**src/rtl/vid_ramp_pkg.sv**
```systemverilog
package vid_ramp_pkg;

  // code-to-target table
  function automatic int unsigned code_to_mv(input logic [1:0] code);
    case (code)
      2'b00:   return 900;
      2'b01:   return 775;
      2'b10:   return 850;
      default: return 750;
    endcase
  endfunction

  // one millivolt toward the target
  function automatic int unsigned step_toward(input int unsigned cur, input int unsigned tgt);
    if (cur < tgt)      return cur + 1;
    else if (cur > tgt) return cur - 1;
    else                return cur;
  endfunction

endpackage

```
**src/rtl/vid_code_filter.sv**
```systemverilog
module vid_code_filter #(
  parameter int CODE_W = 2
) (
  input  logic              clk,
  input  logic              rst_n,
  input  logic [CODE_W-1:0] code_in,
  output logic [CODE_W-1:0] code_acc
);
  logic [CODE_W-1:0] sync1_q, sync2_q, prev_q;

  // two synchronizer flops, then accept on two equal samples
  always_ff @(posedge clk) begin
    if (!rst_n) begin
      sync1_q  <= '0;
      sync2_q  <= '0;
      prev_q   <= '0;
      code_acc <= '0;
    end else begin
      sync1_q <= code_in;
      sync2_q <= sync1_q;
      prev_q  <= sync2_q;
      if (sync2_q == prev_q) code_acc <= prev_q;
    end
  end
endmodule

```
**src/rtl/slew_tick_gen.sv**
```systemverilog
module slew_tick_gen #(
  parameter int TICK_W = 16
) (
  input  logic              clk,
  input  logic              rst_n,
  input  logic              run,
  input  logic [TICK_W-1:0] div,
  output logic              tick
);
  logic [TICK_W-1:0] cnt_q;

  assign tick = run && (cnt_q >= div);

  // one tick every div+1 cycles while running
  always_ff @(posedge clk) begin
    if (!rst_n || !run) cnt_q <= '0;
    else if (tick)      cnt_q <= '0;
    else                cnt_q <= cnt_q + 1'b1;
  end
endmodule

```
**src/rtl/ref_ramp.sv**
```systemverilog
module ref_ramp
  import vid_ramp_pkg::*;
#(
  parameter int REF_W = 10
) (
  input  logic             clk,
  input  logic             rst_n,
  input  logic             en,
  input  logic [REF_W-1:0] target,
  input  logic             tick,
  output logic [REF_W-1:0] ref_q,
  output logic             ramping,
  output logic             last_step
);
  logic [REF_W-1:0] next_ref;

  assign next_ref  = REF_W'(step_toward(int'(ref_q), int'(target)));
  // ramping while the reference differs from the target
  assign ramping   = en && (ref_q != target);
  assign last_step = tick && ramping && (next_ref == target);

  // walk from zero, one step per tick, clear when disabled
  always_ff @(posedge clk) begin
    if (!rst_n || !en)       ref_q <= '0;
    else if (tick && ramping) ref_q <= next_ref;
  end
endmodule

```
**src/rtl/fpwm_hold.sv**
```systemverilog
module fpwm_hold #(
  parameter int HOLD_CYC = 64,
  localparam int HOLD_W  = $clog2(HOLD_CYC + 1)
) (
  input  logic clk,
  input  logic rst_n,
  input  logic en,
  input  logic ramping,
  input  logic last_step,
  output logic fpwm,
  output logic boot
);
  logic [HOLD_W-1:0] hold_q;
  logic              boot_q;

  // first ramp after enable is the startup ramp
  always_ff @(posedge clk) begin
    if (!rst_n || !en)  boot_q <= 1'b1;
    else if (last_step) boot_q <= 1'b0;
  end

  // hold window after a non-startup ramp
  always_ff @(posedge clk) begin
    if (!rst_n || !en)              hold_q <= '0;
    else if (last_step && !boot_q)  hold_q <= HOLD_W'(HOLD_CYC);
    else if (ramping)               hold_q <= '0;
    else if (hold_q != '0)          hold_q <= hold_q - 1'b1;
  end

  assign boot = boot_q;
  // request during later ramps and through the hold window
  assign fpwm = en && ((ramping && !boot_q) || (hold_q != '0));
endmodule

```
**src/rtl/vid_ramp_ctrl.sv**
```systemverilog
module vid_ramp_ctrl
  import vid_ramp_pkg::*;
#(
  parameter int REF_W    = 10,
  parameter int TICK_W   = 16,
  parameter int HOLD_CYC = 64
) (
  input  logic              clk,
  input  logic              rst_n,
  input  logic              en,
  input  logic [1:0]        vid,
  input  logic [TICK_W-1:0] tick_div,
  output logic [REF_W-1:0]  ref_mv,
  output logic              ramping,
  output logic              fpwm_req,
  output logic              done
);
  logic [1:0]       code_w;
  logic [REF_W-1:0] target_w;
  logic [REF_W-1:0] ref_w;
  logic             ramp_w;
  logic             tick_w;
  logic             last_step_w;
  logic             fpwm_w;
  logic             boot_w;

  vid_code_filter #(.CODE_W(2)) u_filt (
    .clk(clk), .rst_n(rst_n), .code_in(vid), .code_acc(code_w)
  );


  assign target_w = REF_W'(code_to_mv(code_w));

  slew_tick_gen #(.TICK_W(TICK_W)) u_tick (
    .clk(clk), .rst_n(rst_n), .run(ramp_w), .div(tick_div), .tick(tick_w)
  );

  ref_ramp #(.REF_W(REF_W)) u_ramp (
    .clk(clk), .rst_n(rst_n), .en(en), .target(target_w), .tick(tick_w),
    .ref_q(ref_w), .ramping(ramp_w), .last_step(last_step_w)
  );

  fpwm_hold #(.HOLD_CYC(HOLD_CYC)) u_hold (
    .clk(clk), .rst_n(rst_n), .en(en), .ramping(ramp_w),
    .last_step(last_step_w), .fpwm(fpwm_w), .boot(boot_w)
  );

  // outputs forced off in the cycle enable falls
  assign ref_mv   = en ? ref_w : '0;
  assign ramping  = ramp_w;
  assign fpwm_req = fpwm_w;
  assign done     = en && !ramp_w;
endmodule

```
**config.mk**
```make
export PLATFORM = sky130hd
export DESIGN_NAME = vid_ramp_ctrl
export DESIGN_NICKNAME = d
export VERILOG_FILES = /design/src/rtl/vid_ramp_pkg.sv /design/src/rtl/vid_code_filter.sv /design/src/rtl/slew_tick_gen.sv /design/src/rtl/ref_ramp.sv /design/src/rtl/fpwm_hold.sv /design/src/rtl/vid_ramp_ctrl.sv
export SDC_FILE = /design/constraint.sdc
export NUM_CORES = 1
export LEC_CHECK = 0
export BUFFER_PORTS_ARGS = -buffer_cell sky130_fd_sc_hd__buf_2
export CORE_MARGIN = 2
export CORE_UTILIZATION = 60
export DETAILED_ROUTE_END_ITERATION = 8
export PLACE_DENSITY_LB_ADDON = 0.2
export REMOVE_ABC_BUFFERS = 1
export SETUP_SLACK_MARGIN = 0.5
export SLEW_MARGIN = 30
export SYNTH_ARGS = -nofsm -noshare
export SYNTH_HDL_FRONTEND = slang
export SYNTH_SLANG_ARGS = --single-unit
```
**constraint.sdc**
```tcl
create_clock -name clk -period 3.9 [get_ports clk]
set_input_delay 0.78 -clock clk [delete_from_list [all_inputs] [get_ports clk]]
set_output_delay 0.78 -clock clk [all_outputs]
set_load 0.03 [all_outputs]
```
### Word level (Yosys, flattened, before mapping)

Index checks and enable logic that the tools add are counted.

| operators by class | value |
|---|---|
| reductions and logical operators | 20 |
| $add $sub $neg | 4 |
| mux-type cells | 7 |
| $lt $le $gt $ge | 3 |
| eq/ne operators | 5 |

Operators by type and width:

| cell | number |
|---|---|
| two-way mux 10 bit | 3 |
| case mux 9 bit (3 select lines) | 1 |
| two-way mux 7 bit | 3 |
| adder 16 x 1 -> 16 bit, second input constant | 1 |
| >= comparator 16 bit | 1 |
| adder 10 x 1 -> 10 bit, second input constant | 1 |
| equality test 10 bit | 1 |
| > comparator 10 bit | 1 |
| less-than comparator 10 bit | 1 |
| != test 10 bit | 1 |
| subtractor 10 x 1 -> 10 bit, second input constant | 1 |
| logical AND 1 bit | 8 |
| nonzero test 7 bit | 1 |
| subtractor 7 x 1 -> 7 bit, second input constant | 1 |
| logical NOT 1 bit | 4 |
| logical OR 1 bit | 3 |
| nonzero test 3 bit | 1 |
| OR reduction 3 bit | 1 |
| equality test 2 x 1 -> 1 bit, second input constant | 1 |
| equality test 2 bit | 1 |
| equality test 2 bit, second input constant | 1 |
| logical NOT 2 bit | 1 |
| OR reduction 2 bit | 1 |

| word-level totals | value |
|---|---|
| logic and storage cells | 48 |
| register bits after elaboration | 42 |
| output and inout port bits | 13 |
| bits of input ports | 21 |

### Depth between registers and ports, before layout

Gate-level depths: netlist of run 1.

| logic depth | value |
|---|---|
| depth after elaboration | 9 |
| gate-level depth with buffers | 13 |
| gate-level depth less buffers | 12 |

### Modules after synthesis

From an unflattened synthesis of run 1, not the netlist that was laid out.

| second synthesis, totals | value |
|---|---|
| cells, all modules | 406 |
| area, all modules | 3425.8 um2 |

By module, submodules not included:

| module | sequential area each (um2) | cells each | instances | area an instance (um2) |
|---|---|---|---|---|
| ref_ramp | 200.2 | 178 | 1 | 1356.3 |
| slew_tick_gen | 320.3 | 129 | 1 | 1177.4 |
| fpwm_hold | 160.2 | 48 | 1 | 432.9 |
| vid_code_filter | 160.2 | 25 | 1 | 271.5 |
| vid_ramp_ctrl | 0.0 | 26 | 1 | 187.7 |

### Worst setup path before layout of run 1

No wires, ideal clock.

| timing | value |
|---|---|
| path kind | reg-to-reg |
| start point | reg u_filt.code_acc[0] |
| end point | reg u_hold.boot_q (netlist: u_hold.boot) |
| stages on the path, launching flop included | 12 |
| library setup time | 0.141 ns |
| buffers on the path | 0 |
| slack | 0.674 ns |
| arrival time | 3.085 ns |
| data required time | 3.759 ns |
| clock period less this slack | 3.226 ns |
| cell sequence | dfxtp_1 -> ha_1 -> inv_1 -> ha_1 -> and4_1 -> o21a_1 -> o21ai_1 -> a21oi_2 -> or3_1 -> a2111o_1 -> a2111oi_2 -> a41oi_1 |

| between the ends | value |
|---|---|
| longest elaborated chain between the ends | 7 |
| elaborated cells on any way between the ends | 14 |
| those cells by class | 2 x order compare; 4 x eq/ne; 3 x mux; 5 x reduce/logical |

RTL lines:

| element | line | RTL |
|---|---|---|
| start: declaration | vid_code_filter.sv:7 | `output logic [CODE_W-1:0] code_acc` |
| start signal: assignment | vid_code_filter.sv:22 | `if (sync2_q == prev_q) code_acc <= prev_q;` |
| equality test 2 bit (tied with other cells) | vid_ramp_pkg.sv:5 | `case (code)` |
| case mux 9 bit (3 select lines) (*) | vid_ramp_pkg.sv:5 |  |
| > comparator 10 bit / != test 10 bit (equally long branches) | vid_ramp_pkg.sv:16, ref_ramp.sv:19 |  |
| two-way mux 10 bit / logical AND 1 bit (equally long branches) | vid_ramp_pkg.sv:16, ref_ramp.sv:19 |  |
| two-way mux 10 bit / logical AND 1 bit (equally long branches) | vid_ramp_pkg.sv:15, slew_tick_gen.sv:12 |  |
| equality test 10 bit / logical AND 1 bit (equally long branches) | ref_ramp.sv:20 | `assign last_step = tick && ramping && (next_ref == target);` |
| logical AND 1 bit (*) | ref_ramp.sv:20 |  |
| end signal: assignment | fpwm_hold.sv:18 | `if (!rst_n \|\| !en) boot_q <= 1'b1;` |
| end signal: assignment | fpwm_hold.sv:19 | `else if (last_step) boot_q <= 1'b0;` |
| end: declaration | fpwm_hold.sv:14 | `logic boot_q;` |

Mark *: on every way between the ends. The rest lies on a longest branch, timed or not.
A chain may end at the register's enable or synchronous reset.

### Worst setup path after layout of run 1

| timing | value |
|---|---|
| start point | reg u_filt.code_acc[1] |
| end point | out fpwm_req |

| between the ends | value |
|---|---|
| longest elaborated chain between the ends | 7 |
| elaborated cells on any way between the ends | 9 |
| those cells by class | 3 x eq/ne; 1 x mux; 5 x reduce/logical |

RTL lines:

| element | line | RTL |
|---|---|---|
| equality test 2 bit (tied with other cells) | vid_ramp_pkg.sv:5 |  |
| case mux 9 bit (3 select lines) (*) | vid_ramp_pkg.sv:5 |  |
| != test 10 bit (*) | ref_ramp.sv:19 | `assign ramping = en && (ref_q != target);` |
| logical AND 1 bit (*) | ref_ramp.sv:19 |  |
| logical AND 1 bit (*) | fpwm_hold.sv:32 | `assign fpwm = en && ((ramping && !boot_q) \|\| (hold_q != '0));` |
| logical OR 1 bit (*) | fpwm_hold.sv:32 |  |
| logical AND 1 bit (*) | fpwm_hold.sv:32 |  |
| end: declaration | vid_ramp_ctrl.sv:15 | `output logic fpwm_req,` |

Marks and branches as above.

==> flow_metrics.py, run 1 <==
metrics = {
    "outcome": {
        "status": "finished, final reports clean",
    },
    "clock_network": {
        "cts-buffers-inserted": 5,
        "cts_sinks": 42,
        "clk_path_buf_depth": 2,
        "clock-root-buffer": "clkbuf_8",
        "cts_tree": "built",
        "path_clk_slew_ps": 80,
        "htreeDepth": 2,
        "clock_latency_ps": 300,
    },
    "yosys": {
        "yosys.area.top_type": "dfxtp_1",
        "synth_cell_types": 60,
        "synth_area_um2": 3300,
        "ys_ff_latch": 42,
        "ys_seq_area_share_pct": 25.5,
        "avgSynthCellArea_um2": 7.84,
        "async_flop_share_pct": 0,
        "synth_area_leaders": "dfxtp_1, ha_1, nor2_1",
        "synth_enable_flop_cells": 0,
        "yosys_most_used_dff": "dfxtp_1",
        "yosysTopAreaCellShare_pct": 25.5,
        "yosysWarnings": 0,
        "postSynthCellCount": 421,
    },
    "sta": {
        "rsz0062_at_grt": "no",
        "finalCritPeriodShare_pct": 85.9,
        "slew_violations": 0,
        "worst_pin_slew_ps": 693,
        "slew_headroom_pct": 53.7,
        "fmax_mhz": 298,
        "setup_tns_ps": 0,
        "hold_viol": 0,
        "fin_skew_ps": 6.27,
        "finalCriticalPeriod_ps": 3350,
        "setup_viol": 0,
    },
    "finish": {
        "nNetsFinal": 508,
        "drive_gt1_share_pct": 17.4,
        "fillers": 416,
        "fin_area_um2": 3750,
        "antenna-diode-count": 0,
        "area_delta_synth_final_pct": 13.7,
    },
    "route": {
        "vias": 3161,
        "wl_per_cell_um": 15.6,
        "antenna_left": 0,
        "drc": 0,
        "drtIter0Drc": 280,
        "avgViaCountPerCell": 6.03,
        "first_pass_iters": 5,
        "wirelength_um": 8160,
    },
    "worst_setup_path": {
        "r2r-end": "u_hold.boot",
        "endpoint_kind": "primary output",
        "path_class": "flop to primary output",
        "r2r.worst_path.cells": 13,
        "cp-start-kind": "flop",
        "rrSetupSlack_ps": 630,
        "required_ps": 3120,
        "timing.rr.start": "u_filt.code_acc[0]",
        "cp_max_fo": 11,
        "critPathCapture": "fpwm_req",
        "cp.arrival_ps": 2570,
        "startpoint": "u_filt.code_acc[1]",
    },
    "grt": {
        "antenna_found_initial": 0,
        "track_usage_pct": 27.0,
        "grt_overflow_total": 0,
        "grt_pass1_wl_um": 13400,
        "grt_pass1_vias": 2855,
        "grt_max_degree": 17,
    },
    "hold_path": {
        "holdCritPathClass": "flop to flop",
    },
    "die": {
        "fp.dieW_um": 78.2,
        "num_rows": 26,
        "io_pins": 34,
        "fp.coreArea_um2": 5200,
        "fp.dieH_um": 78.2,
        "start_util_pct": 63.4,
        "die-area_um2": 6110,
    },
    "power_and_ir_drop": {
        "pwr_density_cell_nw_per_um2": 206,
        "peakVddDrop_mv": 0.169,
        "p_leak_nw": 1.63,
        "p_total_uw": 771,
    },
    "placement": {
        "dpl.hpwl_um": 5870,
        "port_buffers": 33,
        "placed_area_um2": 3530,
        "place.gp.congestion": 0.976,
    },
    "flow_run": {
        "drv_cap": 0,
    },
}
cell usage in the layout, fill, tap and decap left out, types with 2 or more instances in the layout:
master / n
nor2_1: 52
dfxtp_1: 40
buf_2: 33
nand2_1: 31
inv_1: 30
ha_1: 30
xnor2_1: 21
and2_1: 20
nand3_1: 20
xor2_1: 17
a21oi_1: 17
nor3_1: 12
buf_4: 10
o21ai_0: 9
nand4_1: 7
o211ai_1: 5
clkbuf_8: 5
o21a_1: 4
nor2b_1: 4
o2111ai_1: 4
or4_1: 4
o22ai_1: 4
ha_4: 4
nor4_1: 3
a211oi_1: 3
and3_1: 3
or3_1: 3
a22oi_1: 3
nand2b_1: 3
mux2i_1: 3
o311ai_0: 3
and4_1: 2
nand3b_1: 2
a31o_2: 2
a21o_1: 2
a311o_1: 2
clkinv_2: 2
dfxtp_4: 2
worst max-delay path, stage by stage, from the launching register on:
cell and delay (ps):
dfxtp_4 420, ha_4 190, inv_1 120, ha_1 330, and4_2 280, and4_1 300
buf_4 230, nor2_1 60, o21a_1 170, buf_2 170
Yosys cell counts (all sizes together) (2+ instances only):
cell / count
a211oi: 3
o22ai: 4
a22oi: 3
nand2: 31
xor2: 18
mux2i: 3
and3: 4
nand4: 8
inv: 32
or4: 4
o211ai: 5
nor2: 52
nand2b: 3
clkbuf: 14
a311o: 2
nand3: 21
and4: 3
nor4: 4
o21a: 4
a21o: 3
or3: 3
a21oi: 19
o2111ai: 4
o311ai: 3
nor2b: 4
dfxtp: 42
xnor2: 21
nor3: 13
ha: 34
o21ai: 10
a31o: 3
nand3b: 2
a2111oi: 2
and2: 21
buf: 4
cell type report:
class | instances | area [um2] | area share (%)
Multi-Input combinational cell | 329 | 2360 | 63.0
Sequential cell | 42 | 848 | 22.6
Inverter | 32 | 123 | 3.27
Clock inverter | 3 | 18.8 | 0.501
Tap cell | 70 | 87.6 | 2.34
Clock buffer | 5 | 68.8 | 1.84
Timing Repair Buffer | 43 | 240 | 6.41
power by group:
part	total [mW]	internal (mW)	switching [mW]	leakage, nW
logic	0.0436	0.0188	0.0248	1.25
registers	0.434	0.431	0.00286	0.341
clock network	0.294	0.126	0.167	0.0483
total	0.771	0.576	0.195	1.63
routing by layer:
layer | up-vias | wire length [um] | track usage (%)
met1 | 1430 | 3600 | 35.6
met5 | - | 0 | 0
met2 | 170 | 3710 | 45.2
met3 | 27 | 642 | 3.33
met4 | 0 | 213 | 10.0
li1 | 1534 | - | -
through the flow:
stage / hold WS [ps] / utilization [%] / cells / setup WS, ps
global route: 466 / 72.0 / 524 / 484
finish: 440 / 72.0 / 524 / 548
global placement: 416 / 67.9 / 514 / 439
detailed placement: 422 / 67.9 / 514 / 307
floorplan: 412 / - / 403 / 674
CTS: 442 / 70.5 / 523 / 515
state kept, by name, indices dropped and copies added (netlist names):
name,count
u_filt.sync2_q,2
u_hold.boot,1
u_tick.cnt_q,16
u_hold.hold_q,7
u_filt.code_acc,2
u_filt.sync1_q,2
u_ramp.ref_q,10
u_filt.prev_q,2
worst min-delay path by stage:
stage	slack, ps	endpoint	depth (start not counted)	from
5_1_grt	470	u_filt.sync2_q[1]	1	u_filt.sync1_q[1]
3_3_place_gp	420	u_filt.sync2_q[1]	1	u_filt.sync1_q[1]
6_report	440	u_filt.sync2_q[1]	1	u_filt.sync1_q[1]
3_5_place_dp	420	u_filt.sync2_q[1]	1	u_filt.sync1_q[1]
4_1_cts	440	u_filt.sync2_q[1]	1	u_filt.sync1_q[1]
2_1_floorplan	410	u_filt.sync2_q[0]	1	u_filt.sync1_q[0]
repair_timing:
item | 4_1_cts | 5_1_grt
hold buffers | 0 | 0
setup buffers | 1 | 1
resized for setup | 8 | 16
setup endpoints to repair | 3 | 6
pin swaps | 0 | 4
logic make-up (layout without fill, tap and decap cells):
kind of cell | after synthesis | after routing | share of synthesized area, %
DFF | 42 | 42 | 25.5
adders and majority gates | 34 | 34 | 12.9
AOI/OAI and AO/OA | 75 | 75 | 16.5
muxes | 3 | 3 | 0.910
xor gates and xnor gates | 39 | 39 | 10.6
and+or+nand+nor | 178 | 178 | 27.6
buffers and inverters | 50 | 83 | 5.99
No activity file was read; power rests on OpenSTA's default activity.
==> inputs of run 2 (changes only) <==
--- a/config.mk
+++ b/config.mk
@@ -9,7 +9,7 @@
 export CORE_MARGIN = 2
 export CORE_UTILIZATION = 60
 export DETAILED_ROUTE_END_ITERATION = 8
-export PLACE_DENSITY_LB_ADDON = 0.2
+export PLACE_DENSITY = 0.87
 export REMOVE_ABC_BUFFERS = 1
 export SETUP_SLACK_MARGIN = 0.5
 export SLEW_MARGIN = 30
==> run 2 against run 1 <==
  * Sequential power barely moved
  * The run now ends with design-rule violations left
  * Utilization rose by 0.34 points
  * Combinational power rose by 2%
  * Power fell by 3.0%
  * Highest routed layer unchanged
  * Sequential cell count did not move
  * Final area rose by 0.47%
  * Sequential share of layout area fell by 0.11 points
  * Largest power group unchanged
  * Worst setup slack improved by 26 ps
==> flow_metrics.py, run 2 (synthesized netlist as in run 1, its figures left out) <==
metrics = {
    "grt": {
        "grt_pass1_wl_um": 13500,
        "use_met3_pct": 4.83,
        "grt_max_degree": 17,
        "met2_usage_pct": 45.9,
        "grt_overflow_total": 0,
        "grtUsageMet1_pct": 36.6,
        "antenna_found_initial": 0,
        "track_usage_pct": 27.5,
        "grt_busiest_layer": "met2",
        "grt_pass1_vias": 2873,
    },
    "route": {
        "wirelength_um": 8400,
        "antenna_left": 0,
        "drtIter0Drc": 478,
        "drc": 1,
        "first_pass_iters": 7,
        "vias": 3221,
        "avgViaCountPerCell": 6.15,
        "wl_per_cell_um": 16.0,
    },
    "worst_setup_path": {
        "cp-start-kind": "flop",
        "r2r-end": "u_hold.boot",
        "required_ps": 3120,
        "r2r.worst_path.cells": 12,
        "cp.arrival_ps": 2550,
        "timing.rr.start": "u_filt.code_acc[0]",
        "rrSetupSlack_ps": 630,
        "cp_max_fo": 11,
        "endpoint_kind": "primary output",
        "path_class": "flop to primary output",
    },
    "hold_path": {
        "hold_end": "u_filt.sync2_q[0]",
        "holdPathStages": 1,
        "holdCritPathClass": "flop to flop",
        "min_from": "u_filt.sync1_q[0]",
    },
    "power_and_ir_drop": {
        "pwr_density_cell_nw_per_um2": 198,
        "p_leak_nw": 1.62,
        "peakVddDrop_mv": 0.172,
    },
    "die": {
        "io_pins": 34,
        "start_util_pct": 63.4,
        "fp.dieW_um": 78.2,
        "num_rows": 26,
        "fp.coreArea_um2": 5200,
        "fp.dieH_um": 78.2,
        "die-area_um2": 6110,
    },
    "finish": {
        "final_common_cell": "nor2_1",
        "top_regs": "u_tick.cnt_q: 16 flops, u_ramp.ref_q: 10 flops, u_hold.hold_q: 7 flops",
        "fin_util_pct": 72.4,
        "top_register": "u_tick.cnt_q",
        "drive_gt1_share_pct": 18.1,
        "largest_register_ffs": 16,
        "nNetsFinal": 509,
        "area_delta_synth_final_pct": 14.2,
        "final_cell_count_no_fill": 524,
        "antenna-diode-count": 0,
        "layout_common_cells": "nor2_1, dfxtp_1, buf_2",
    },
    "flow_run": {
        "drv_cap": 0,
    },
    "clock_network": {
        "cts-buffers-inserted": 5,
        "path_clk_slew_ps": 70,
        "cts_hold_buf": 0,
        "clock-root-buffer": "clkbuf_8",
        "cts_sinks": 42,
        "cts_tree": "built",
        "htreeDepth": 2,
        "clk_path_buf_depth": 2,
        "clock_latency_ps": 300,
    },
    "placement": {
        "port_buffers": 33,
        "dpl.hpwl_um": 6030,
        "place_inst": 513,
        "place.gp.congestion": 0.956,
    },
    "sta": {
        "slew_violations": 0,
        "finalCriticalPeriod_ps": 3330,
        "fmax_mhz": 301,
        "slew_headroom_pct": 57.6,
        "setup_viol": 0,
        "hold_viol": 0,
        "fin_skew_ps": 10.4,
        "rsz0062_at_grt": "yes",
        "finalCritPeriodShare_pct": 85.3,
        "worst_pin_slew_ps": 634,
        "setup_tns_ps": 0,
    },
    "outcome": {
        "status": "complete, but fails checks",
        "failed_checks": "design-rule violations",
    },
}
-- run 2: changes by cell type in the layout (fill, tap and decap cells not counted), sizes merged --
| cell | previous run | this run |
|---|---|---|
| buf | 43 | 44 |
| clkbuf | 5 | 6 |
| clkinv | 2 | 0 |
| inv | 33 | 32 |
| clkinvlp | 0 | 1 |
-- run 2: timing repair --
| action | 4_1_cts | 5_1_grt |
|---|---|---|
| resized for setup | 11 | 19 |
| setup buffers | 1 | 3 |
| endpoints found under the setup margin | 3 | 4 |
| pin swaps | 1 | 4 |
-- run 2: metrics by stage --
step	area [um2]	total power, mW	hold WS (ps)	setup slack [ps]
2_1_floorplan	3220	0.468	412	674
4_1_cts	3670	0.750	436	511
6_report	3770	0.748	436	574
3_5_place_dp	3530	0.488	418	287
3_3_place_gp	3530	0.486	417	440
5_1_grt	3770	0.780	461	439
-- run 2: how the worst max path moves through the flow --
stage | cells past startpoint | end | startpoint | slack, ps
2_1_floorplan | 11 | u_hold.boot | u_filt.code_acc[0] | 670
3_3_place_gp | 12 | u_hold.boot | u_filt.code_acc[0] | 440
3_5_place_dp | 11 | u_hold.boot | u_filt.code_acc[1] | 290
4_1_cts | 12 | u_hold.boot | u_filt.code_acc[0] | 510
5_1_grt | 12 | u_hold.boot | u_filt.code_acc[0] | 440
6_report | 10 | fpwm_req | u_filt.code_acc[0] | 570
-- run 2: critical path, stage by stage, from the launching register on --
cell and delay [ps]:
dfxtp_4 370, inv_2 130, ha_4 200, inv_1 60, ha_1 280, and4_2 290
and4_1 320, buf_6 200, nor2_1 50, o21a_1 170, buf_2 170
-- run 2: layout make-up --
cell class                      count  area, um2
Sequential cell                    42        848
Clock buffer                        6       72.6
Fill cell                         404       1440
Timing Repair Buffer               44        251
Clock inverter                      1       7.51
Tap cell                           70       87.6
Multi-Input combinational cell    329       2380
Inverter                           32        120
-- run 2: metal layers --
metal	up-vias	part of all wire [%]	wire [um]
met3	29	8.7	730
met4	0	2.0	166
met2	177	46	3870
met1	1476	43	3640
met5	-	0	0
li1	1539	-	-
-- run 2: power by group --
part	switching, mW	total (mW)	internal, mW
Combinational	0.0256	0.0445	0.0189
Sequential	0.00282	0.434	0.431
Clock	0.147	0.270	0.123
Total	0.175	0.748	0.572
